<file path="src/rtl/mxb_pkg.sv">
package mxb_pkg;

  typedef enum logic [1:0] {
    XK_IDLE  = 2'd0,
    XK_READ  = 2'd1,
    XK_WRITE = 2'd2
  } xfer_kind_e;

  // Bus cycles run only in the expanded code (mode_b, mode_a) = (1, 1).
  function automatic logic mode_runs(input logic mb, input logic ma);
    return mb & ma;
  endfunction

endpackage

</file>
<file path="src/rtl/mxb_rst_sync.sv">
module mxb_rst_sync #(
  parameter int STAGES = 2
) (
  input  logic clk,
  input  logic rst_n,
  output logic srst_n
);
  logic [STAGES-1:0] chain_q;

  generate
    if (STAGES == 1) begin : g_single
      always_ff @(posedge clk or negedge rst_n) begin
        if (!rst_n) chain_q <= '0;
        else        chain_q <= 1'b1;
      end
    end else begin : g_multi
      always_ff @(posedge clk or negedge rst_n) begin
        if (!rst_n) chain_q <= '0;
        else        chain_q <= {chain_q[STAGES-2:0], 1'b1};
      end
    end
  endgenerate

  assign srst_n = chain_q[STAGES-1];
endmodule

</file>
<file path="src/rtl/mxb_phase_gen.sv">
module mxb_phase_gen #(
  parameter int DIV  = 4,
  parameter int PH_W = 2
) (
  input  logic            clk,
  input  logic            rst_n,
  input  logic            run_en,
  output logic            run_q,
  output logic [PH_W-1:0] ph_q,
  output logic            at_bound,
  output logic            go,
  output logic            last_clk
);
  localparam logic [PH_W-1:0] PH_LAST = PH_W'(DIV - 1);

  logic            run_d;
  logic [PH_W-1:0] ph_d;

  assign last_clk = run_q && (ph_q == PH_LAST);
  assign at_bound = !run_q || last_clk;
  assign go       = at_bound && run_en;

  always_comb begin
    run_d = run_q;
    ph_d  = ph_q;
    if (go) begin
      run_d = 1'b1;
      ph_d  = '0;
    end else if (at_bound) begin
      run_d = 1'b0;
      ph_d  = '0;
    end else begin
      ph_d  = ph_q + 1'b1;
    end
  end

  always_ff @(posedge clk or negedge rst_n) begin
    if (!rst_n) begin
      run_q <= 1'b0;
      ph_q  <= '0;
    end else begin
      run_q <= run_d;
      ph_q  <= ph_d;
    end
  end
endmodule

</file>
<file path="src/rtl/mxb_xfer_reg.sv">
module mxb_xfer_reg
  import mxb_pkg::*;
#(
  parameter int ADDR_W = 16,
  parameter int DATA_W = 8
) (
  input  logic              clk,
  input  logic              rst_n,
  input  logic              at_bound,
  input  logic              go,
  input  logic              last_clk,
  input  logic              req_valid,
  input  logic              req_we,
  input  logic [ADDR_W-1:0] req_addr,
  input  logic [DATA_W-1:0] req_wdata,
  input  logic [DATA_W-1:0] bus_ad_in,
  output xfer_kind_e        kind_q,
  output logic [ADDR_W-1:0] addr_q,
  output logic [DATA_W-1:0] wdata_q,
  output logic              rd_valid_q,
  output logic [DATA_W-1:0] rd_data_q
);
  xfer_kind_e        kind_d;
  logic [ADDR_W-1:0] addr_d;
  logic [DATA_W-1:0] wdata_d;
  logic              rd_valid_d;
  logic [DATA_W-1:0] rd_data_d;
  logic              load_en;
  logic              cap_en;

  assign load_en = at_bound;
  assign cap_en  = last_clk && (kind_q == XK_READ);

  always_comb begin
    kind_d  = kind_q;
    addr_d  = addr_q;
    wdata_d = wdata_q;
    if (load_en) begin
      if (go && req_valid) begin
        kind_d  = req_we ? XK_WRITE : XK_READ;
        addr_d  = req_addr;
        wdata_d = req_we ? req_wdata : '0;
      end else begin
        kind_d  = XK_IDLE;
        addr_d  = '0;
        wdata_d = '0;
      end
    end
    rd_valid_d = cap_en;
    rd_data_d  = cap_en ? bus_ad_in : rd_data_q;
  end

  always_ff @(posedge clk or negedge rst_n) begin
    if (!rst_n) begin
      kind_q     <= XK_IDLE;
      addr_q     <= '0;
      wdata_q    <= '0;
      rd_valid_q <= 1'b0;
      rd_data_q  <= '0;
    end else begin
      kind_q     <= kind_d;
      addr_q     <= addr_d;
      wdata_q    <= wdata_d;
      rd_valid_q <= rd_valid_d;
      rd_data_q  <= rd_data_d;
    end
  end
endmodule

</file>
<file path="src/rtl/mxb_pin_mux.sv">
module mxb_pin_mux
  import mxb_pkg::*;
#(
  parameter int ADDR_W = 16,
  parameter int DATA_W = 8,
  parameter int DIV    = 4,
  parameter int PH_W   = 2
) (
  input  logic                     run_q,
  input  logic [PH_W-1:0]          ph_q,
  input  xfer_kind_e               kind_q,
  input  logic [ADDR_W-1:0]        addr_q,
  input  logic [DATA_W-1:0]        wdata_q,
  output logic                     bus_e,
  output logic                     bus_as,
  output logic                     bus_rw,
  output logic [ADDR_W-DATA_W-1:0] bus_addr_hi,
  output logic [DATA_W-1:0]        bus_ad_out,
  output logic                     bus_ad_oe
);
  localparam int              HALF    = DIV / 2;
  localparam logic [PH_W-1:0] PH_HALF = PH_W'(HALF);
  localparam logic [PH_W-1:0] PH_AS   = PH_W'(HALF - 1);

  logic addr_phase;
  logic is_write;
  logic is_busy;

  assign addr_phase = ph_q < PH_HALF;
  assign is_write   = run_q && (kind_q == XK_WRITE);
  assign is_busy    = run_q && (kind_q != XK_IDLE);

  always_comb begin
    bus_e       = run_q && !addr_phase;
    bus_as      = run_q && (ph_q == PH_AS);
    bus_rw      = !is_write;
    bus_addr_hi = run_q ? addr_q[ADDR_W-1:DATA_W] : '0;
    bus_ad_oe   = is_busy && (addr_phase || is_write);
    bus_ad_out  = '0;
    if (bus_ad_oe) begin
      bus_ad_out = addr_phase ? addr_q[DATA_W-1:0] : wdata_q;
    end
  end
endmodule

</file>
<file path="src/rtl/mxb_bus_master.sv">
module mxb_bus_master
  import mxb_pkg::*;
#(
  parameter int ADDR_W      = 16,
  parameter int DATA_W      = 8,
  parameter int DIV         = 4,
  parameter int SYNC_STAGES = 2
) (
  input  logic                     clk,
  input  logic                     rst_n,
  input  logic                     mode_a,
  input  logic                     mode_b,
  input  logic                     req_valid,
  input  logic                     req_we,
  input  logic [ADDR_W-1:0]        req_addr,
  input  logic [DATA_W-1:0]        req_wdata,
  output logic                     req_ready,
  output logic                     rd_valid,
  output logic [DATA_W-1:0]        rd_data,
  output logic                     bus_e,
  output logic                     bus_as,
  output logic                     bus_rw,
  output logic [ADDR_W-DATA_W-1:0] bus_addr_hi,
  output logic [DATA_W-1:0]        bus_ad_out,
  output logic                     bus_ad_oe,
  input  logic [DATA_W-1:0]        bus_ad_in
);
  localparam int PH_W = (DIV > 2) ? $clog2(DIV) : 1;

  logic              srst_n;
  logic              run_en;
  logic              run_q;
  logic [PH_W-1:0]   ph_q;
  logic              at_bound;
  logic              go;
  logic              last_clk;
  xfer_kind_e        kind_q;
  logic [ADDR_W-1:0] addr_q;
  logic [DATA_W-1:0] wdata_q;

  assign run_en    = srst_n && mode_runs(mode_b, mode_a);
  assign req_ready = go;

  mxb_rst_sync #(.STAGES(SYNC_STAGES)) u_sync (
    .clk(clk), .rst_n(rst_n), .srst_n(srst_n)
  );

  mxb_phase_gen #(.DIV(DIV), .PH_W(PH_W)) u_phase (
    .clk(clk), .rst_n(rst_n), .run_en(run_en), .run_q(run_q), .ph_q(ph_q),
    .at_bound(at_bound), .go(go), .last_clk(last_clk)
  );

  mxb_xfer_reg #(.ADDR_W(ADDR_W), .DATA_W(DATA_W)) u_xfer (
    .clk(clk), .rst_n(rst_n), .at_bound(at_bound), .go(go), .last_clk(last_clk),
    .req_valid(req_valid), .req_we(req_we), .req_addr(req_addr),
    .req_wdata(req_wdata), .bus_ad_in(bus_ad_in), .kind_q(kind_q),
    .addr_q(addr_q), .wdata_q(wdata_q), .rd_valid_q(rd_valid), .rd_data_q(rd_data)
  );

  mxb_pin_mux #(.ADDR_W(ADDR_W), .DATA_W(DATA_W), .DIV(DIV), .PH_W(PH_W)) u_pins (
    .run_q(run_q), .ph_q(ph_q), .kind_q(kind_q), .addr_q(addr_q), .wdata_q(wdata_q),
    .bus_e(bus_e), .bus_as(bus_as), .bus_rw(bus_rw), .bus_addr_hi(bus_addr_hi),
    .bus_ad_out(bus_ad_out), .bus_ad_oe(bus_ad_oe)
  );
endmodule

</file>
<file path="config.mk">
export PLATFORM = sky130hd
export DESIGN_NAME = mxb_bus_master
export DESIGN_NICKNAME = d
export VERILOG_FILES = /design/src/rtl/mxb_pkg.sv /design/src/rtl/mxb_rst_sync.sv /design/src/rtl/mxb_phase_gen.sv /design/src/rtl/mxb_xfer_reg.sv /design/src/rtl/mxb_pin_mux.sv /design/src/rtl/mxb_bus_master.sv
export SDC_FILE = /design/constraint.sdc
export NUM_CORES = 1
export LEC_CHECK = 0
export ABC_AREA = 1
export CAP_MARGIN = 15
export CORE_ASPECT_RATIO = 1.75
export CORE_UTILIZATION = 30
export CTS_CLUSTER_DIAMETER = 100
export DETAILED_ROUTE_END_ITERATION = 10
export GPL_TIMING_DRIVEN = 0
export MAX_ROUTING_LAYER = met4
export PLACE_DENSITY_LB_ADDON = 0.3
export SETUP_SLACK_MARGIN = 0.02
export SLEW_MARGIN = 20
export SYNTH_ARGS = -nofsm -noshare
export SYNTH_HDL_FRONTEND = slang
export SYNTH_HIERARCHICAL = 1
export SYNTH_SLANG_ARGS = --single-unit
</file>
<file path="constraint.sdc">
create_clock -name clk -period 1.6 [get_ports clk]
set_input_delay 0.16 -clock clk [delete_from_list [all_inputs] [get_ports clk]]
set_output_delay 0.16 -clock clk [all_outputs]
set_load 0.02 [all_outputs]
</file>
==> results of run 1 <==
==> worst max-delay path by stage <==
stage / start / endpoint / slack (ns) / depth (start not counted)
floorplan: u_phase/ph_q[1] / u_xfer/kind_q[1] / 0.02 / 5
global placement: rst_n / u_xfer/addr_q[5] / -0.69 / 1
detailed placement: mode_b / req_ready / -0.24 / 6
CTS: u_phase/ph_q[1] / bus_ad_out[7] / -0.0005 / 8
global route: u_phase/ph_q[1] / bus_ad_out[7] / -0.04 / 8
finish: u_phase/ph_q[1] / bus_ad_out[7] / 0.04 / 8
==> state kept, by name, indices dropped and copies added, names as in the netlist <==
| signal | flops |
|---|---|
| u_sync/chain_q | 2 |
| u_xfer/addr_q | 16 |
| u_phase/run_q | 1 |
| u_xfer/rd_valid_q | 1 |
| u_xfer/kind_q | 2 |
| u_xfer/rd_data_q | 8 |
| u_xfer/wdata_q | 8 |
| u_phase/ph_q | 2 |
==> per-layer routing <==
layer,part of all wire [%],vias to the layer above,global-route usage [%],wire length (µm)
met5,0,-,-,0
met4,2.3,0,8.47,113
met3,3.7,6,2.82,179
met2,55,49,29.6,2670
met1,39,785,16.3,1890
li1,-,891,-,-
==> cells in the mapped netlist <==
library cell / n
nand3_4: 2
nand3_2: 1
nand2_8: 1
nor2_2: 1
inv_6: 1
inv_2: 9
buf_4: 4
inv_1: 17
nand4_1: 8
nand2_2: 10
nand3_1: 1
nor2_1: 2
a21oi_1: 1
dfrtp_1: 40
and3_1: 1
o21ai_1: 20
nand2_1: 103
conb_1: 1
ha_1: 1
o21ai_0: 6
inv_4: 1
buf_6: 6
==> kinds of logic after synthesis <==
kind of cell	after synthesis	synth area share, %
flops	40	51.3
buf+inv	38	10.8
fa+ha+maj	1	0.641
simple gates	130	30.2
compound gates	27	6.92
other cells	1	0.192
==> worst max-delay path: stages (launching register included) <==
cell and delay, ns:
dfrtp_1 0.41, buf_6 0.14, clkinv_8 0.05, nand3_4 0.11, nand2_8 0.13, buf_6 0.10, nand2_2 0.04, inv_2 0.04
buf_6 0.10
==> final cells by class <==
cell class / instances / area (µm²)
multi-input cells: 160 / 763
plain buffers: 10 / 97.6
clock buffers: 6 / 72.6
repair buffers: 74 / 732
fillers: 643 / 3310
well taps: 80 / 100
clock inverters: 2 / 35.0
flip-flops and latches: 40 / 1000
inverters: 28 / 120
==> power by group through the flow <==
stage	Clock (mW)	Sequential (mW)	Combinational [mW]
after floorplan	0	1.27	0.779
after global placement	0	1.23	1.28
after detailed placement	0	1.24	1.30
after CTS	0.837	1.19	1.38
after global routing	0.900	1.21	1.56
final	0.817	1.20	1.42
==> through the flow <==
stage	area, µm²	worst slack [ns]	utilization (%)	hold WS (ns)	TNS, ns
after global placement	2720	-0.687	43.7	0.332	-29.65
final	2920	0.0369	46.9	0.280	0
after CTS	2860	-0.000537	45.9	0.277	-0.000537
after floorplan	1950	0.0205	-	-0.136	0
after detailed placement	2740	-0.242	44.0	0.0677	-2.77
after global routing	2920	-0.0387	46.9	0.290	-0.0387
==> timing repair <==
| item | in CTS | in global routing |
|---|---|---|
| pin swaps | 3 | 4 |
| gates cloned | 1 | 0 |
| resized for setup | 57 | 16 |
| endpoints found under the hold margin | 11 | 0 |
| endpoints found under the setup margin | 21 | 12 |
| hold buffers | 1 | 0 |
| buffers inserted | 4 | 1 |
==> metrics.yaml, run 1 <==
clkSinkCount: 40
die_area_mm2: 0.00685
final_common_cell: "nand2_1"
grt_first_pass_wirelength_um: 8120
worst_clock_skew_ns: 0.00857
max_h_tree_level: 2
cell_area_after_synthesis_mm2: 0.00195
placed_cells_incl_taps: 385
post_drt_wl_per_cell_um: 12.1
rsz0062_at_grt: "yes"
power.static_leakage_nw: 1.48
regToRegSetupSlack_ns: 0.16
floorplan.die.width_um: 63.0
gp_congestion: 0.812
cellPowerDensity_mw_per_mm2: 1170
final-max-slew-violation-count: 0
warning_count_from_the_yosys_run: 6
timing.critical_path.from_type: "register"
number_of_global_route_vias_before_repair: 1727
synthesis.nets: 276
reg2reg_to: "u_xfer/addr_q[0]"
drt-pass1-iter-count: 4
clk_latency_ns: 0.29
cp_max_fo: 5
final_nets: 358
totalWireLength_um: 4860
share_of_yosys_cell_area_claimed_by_the_top_area_cell_type_pct: 51.3
result_of_the_run: "complete, no violations"
syn_avg_cell_area_um2: 8.24
cts.root.buffer_cell: "clkbuf_8"
ctsLongestPathBuffers: 2
synth_largest_area_cell: "dfrtp_1"
n_antenna_cell: 0
max_clock_freq_ghz: 0.640
finalWorstPathRequiredPeriod_ns: 1.56
critical_path_required_ns: 1.44
grt.total_usage_pct: 16.3
grt_overflow_total: 0
synthCells: 237
p_sw_share_pct: 35.6
cts_made_buffers: 5
dpl.hpwl_um: 3470
final_cell_mix: "102 x nand2_1, 45 x clkdlybuf4s50_1, 39 x dfrtp_1, 20 x o21ai_1, 17 x inv_1"
worstRegToRegCells: 6
synth.top_cells.by_area: "dfrtp_1 51%, nand2_1 20%, o21ai_1 5.1%"
cp-end-kind: "output pin"
synthDistinctLibCells: 22
area_added_between_synthesis_and_finish_pct: 49.7
hold_path.class: "in2async"
ioPinCount: 68
initial_utilization_pct: 31.3
finalHoldViolCount: 0
numPortBuffers: 67
drc_errors: 0
setup-violations-final: 0
clock_power_share_pct: 23.8
worstReg2RegStart: "u_phase/ph_q[1]"
drtIter0Drc: 91
cts.reportedPaths.clkPinSlew_ns: 0.08
floorplan_core_area_mm2: 0.00623
average_via_count_per_standard_cell: 4.33
synth_sequential_area_ratio_pct: 51.3
fin_total_pwr_mw: 3.43
cap_viol_max_count: 0
p_seq_share_pct: 34.8
path_class: "reg2out"
antenna_found_initial: 0
grt_start_max_net_pins: 30
ys_seq_elements: 40
std_cell_rows: 38
antenna_violating_nets_post_route: 0
worst_ir_drop_vdd_v: 0.000593
fp.dieH_um: 109
layoutNonFillerInstCount: 400
cts_tree: "yes"
intPower_mw: 2.21
power_frac_comb_pct: 41.3
vias: 1731
power.switching_mw: 1.22
worst-endpoint-arrival_ns: 1.40
period_share_pct: 97.7
drive_gt1_share_pct: 20.3
Note: power is estimated with default switching activity, not from simulation.
==> run 2: changes to the inputs <==
--- a/config.mk
+++ b/config.mk
@@ -20,3 +20,4 @@
 export SYNTH_HDL_FRONTEND = slang
 export SYNTH_HIERARCHICAL = 1
 export SYNTH_SLANG_ARGS = --single-unit
+export TNS_END_PERCENT = 100
==> constraint.sdc (replaced) <==
create_clock -name clk -period 1.7 [get_ports clk]
set_input_delay 0.17 -clock clk [delete_from_list [all_inputs] [get_ports clk]]
set_output_delay 0.17 -clock clk [all_outputs]
set_load 0.02 [all_outputs]
==> metrics.yaml, run 2 (synthesized netlist as in run 1, its figures left out) <==
average_via_count_per_standard_cell: 4.32
worstReg2RegStart: "u_phase/ph_q[1]"
max_h_tree_level: 2
timing.critical_path.from_type: "register"
n_antenna_cell: 0
totalWireLength_um: 4810
hold_path.class: "in2async"
cts.root.buffer_cell: "clkbuf_8"
result_of_the_run: "complete, no violations"
crit_path_frequent_cell: "buf_6"
n_fill_cell: 657
fin_total_pwr_mw: 3.15
cp-end-kind: "output pin"
cts_tree: "yes"
biggestRegsByFlops: "u_xfer/addr_q: 16 flops, u_xfer/rd_data_q: 8 flops, u_xfer/wdata_q: 8 flops"
grt_start_max_net_pins: 30
period_share_pct: 94.8
worst-endpoint-arrival_ns: 1.44
fp.dieH_um: 109
finalHoldViolCount: 0
std_cell_rows: 38
grt_first_pass_wirelength_um: 8040
final_nets: 357
vias: 1723
drt-pass1-iter-count: 4
floorplan_core_area_mm2: 0.00623
cp_max_fo: 10
cap_viol_max_count: 0
gp_congestion: 0.812
clkSinkCount: 40
critical-path-max-stage-delay_ns: 0.41
grt_overflow_total: 0
cellPowerDensity_mw_per_mm2: 1100
max_clock_freq_ghz: 0.620
rsz0062_at_grt: "yes"
critPathBufInv: 5
reg2reg_to: "u_xfer/kind_q[1]"
cp_cell_sequence: "buf_6, clkinv_8, nand3_4, nand2_8, buf_4, nand2_2, inv_2, buf_6"
area_after_dpl_mm2: 0.00274
final-max-slew-violation-count: 0
path_class: "reg2out"
drtIter0Drc: 80
cts_made_buffers: 5
numPortBuffers: 67
ioPinCount: 68
worst_ir_drop_vdd_v: 0.000557
critical_path_required_ns: 1.53
cts.reportedPaths.clkPinSlew_ns: 0.08
largest_reg_flops: 16
timing.critical_path.max_delay_family: "buffers and inverters"
post_drt_wl_per_cell_um: 12.1
drc_errors: 0
setup-violations-final: 0
power.static_leakage_nw: 1.47
clk_latency_ns: 0.29
grt.total_usage_pct: 16.1
regToRegSetupSlack_ns: 0.24
area_added_between_synthesis_and_finish_pct: 47.2
floorplan.die.width_um: 63.0
largest_register: "u_xfer/addr_q"
dpl.hpwl_um: 3470
worst_clock_skew_ns: 0.00839
final_common_cell: "nand2_1"
number_of_global_route_vias_before_repair: 1712
final_cell_mix: "103 x nand2_1, 45 x clkdlybuf4s50_1, 39 x dfrtp_1, 20 x o21ai_1, 17 x inv_1"
finalWorstPathRequiredPeriod_ns: 1.61
initial_utilization_pct: 31.3
highest_delay_cell_along_the_critical_path: "dfrtp_1"
antenna_violating_nets_post_route: 0
antenna_found_initial: 0
worstRegToRegCells: 5
drive_gt1_share_pct: 19.4
ctsLongestPathBuffers: 2
layout.cell_area.non_filler_mm2: 0.00287
die_area_mm2: 0.00685
[run 2: changes by cell type in the layout (fill, tap and decap cells not counted), sizes merged]
cell,change
clkdlybuf4s15,+2
buf,-3
[run 2: layer usage]
metal	vias up	track usage, %	part of all wire (%)
met5	-	-	0
met4	0	8.47	2.3
met3	6	2.82	3.9
met2	48	29.5	55
met1	778	16.1	39
li1	891	-	-
[run 2: worst max path at each step]
stage,to,cells after the start,slack [ns],startpoint
floorplan,u_xfer/kind_q[1],5,0.12,u_phase/ph_q[1]
global placement,u_xfer/addr_q[5],1,-0.60,rst_n
detailed placement,req_ready,6,-0.16,mode_b
CTS,bus_ad_out[7],8,0.03,u_phase/ph_q[1]
global route,bus_ad_out[7],8,0.01,u_phase/ph_q[1]
finish,bus_ad_out[7],8,0.09,u_phase/ph_q[1]
[run 2: power by group]
group / internal [mW] / total [mW] / leakage, nW / switching (mW)
clock network: 0.436 / 0.770 / 0.0552 / 0.334
registers: 1.06 / 1.13 / 0.506 / 0.0715
logic: 0.528 / 1.25 / 0.906 / 0.723
total: 2.02 / 3.15 / 1.47 / 1.13
[run 2: per-stage QoR]
step                setup TNS (ns)  hold slack (ns)  instances  utilization, %  setup slack, ns
floorplan                        0           -0.126        237               -            0.120
detailed placement          -0.419           0.0777        385            44.0           -0.162
CTS                              0            0.287        398            45.7           0.0250
finish                           0            0.289        399            46.1           0.0884
global placement            -24.04            0.332        384            43.7           -0.597
global route                     0            0.301        399            46.1           0.0147
[run 2: layout make-up]
| class | instances | area [µm²] | area share (%) |
|---|---|---|---|
| well taps | 80 | 100 | 3.48 |
| repair buffers | 73 | 691 | 24.0 |
| inverters | 28 | 120 | 4.18 |
| multi-input cells | 160 | 756 | 26.3 |
| flip-flops and latches | 40 | 1000 | 34.9 |
| clock buffers | 6 | 72.6 | 2.53 |
| plain buffers | 10 | 97.6 | 3.40 |
| clock inverters | 2 | 35.0 | 1.22 |
[run 2: repair_timing]
action,CTS,global route
buffers inserted,3,1
cloned,1,0
resized for setup,52,6
hold endpoints to repair,11,0
hold buffers,1,0
pin swaps,2,2
endpoints found under the setup margin,21,10
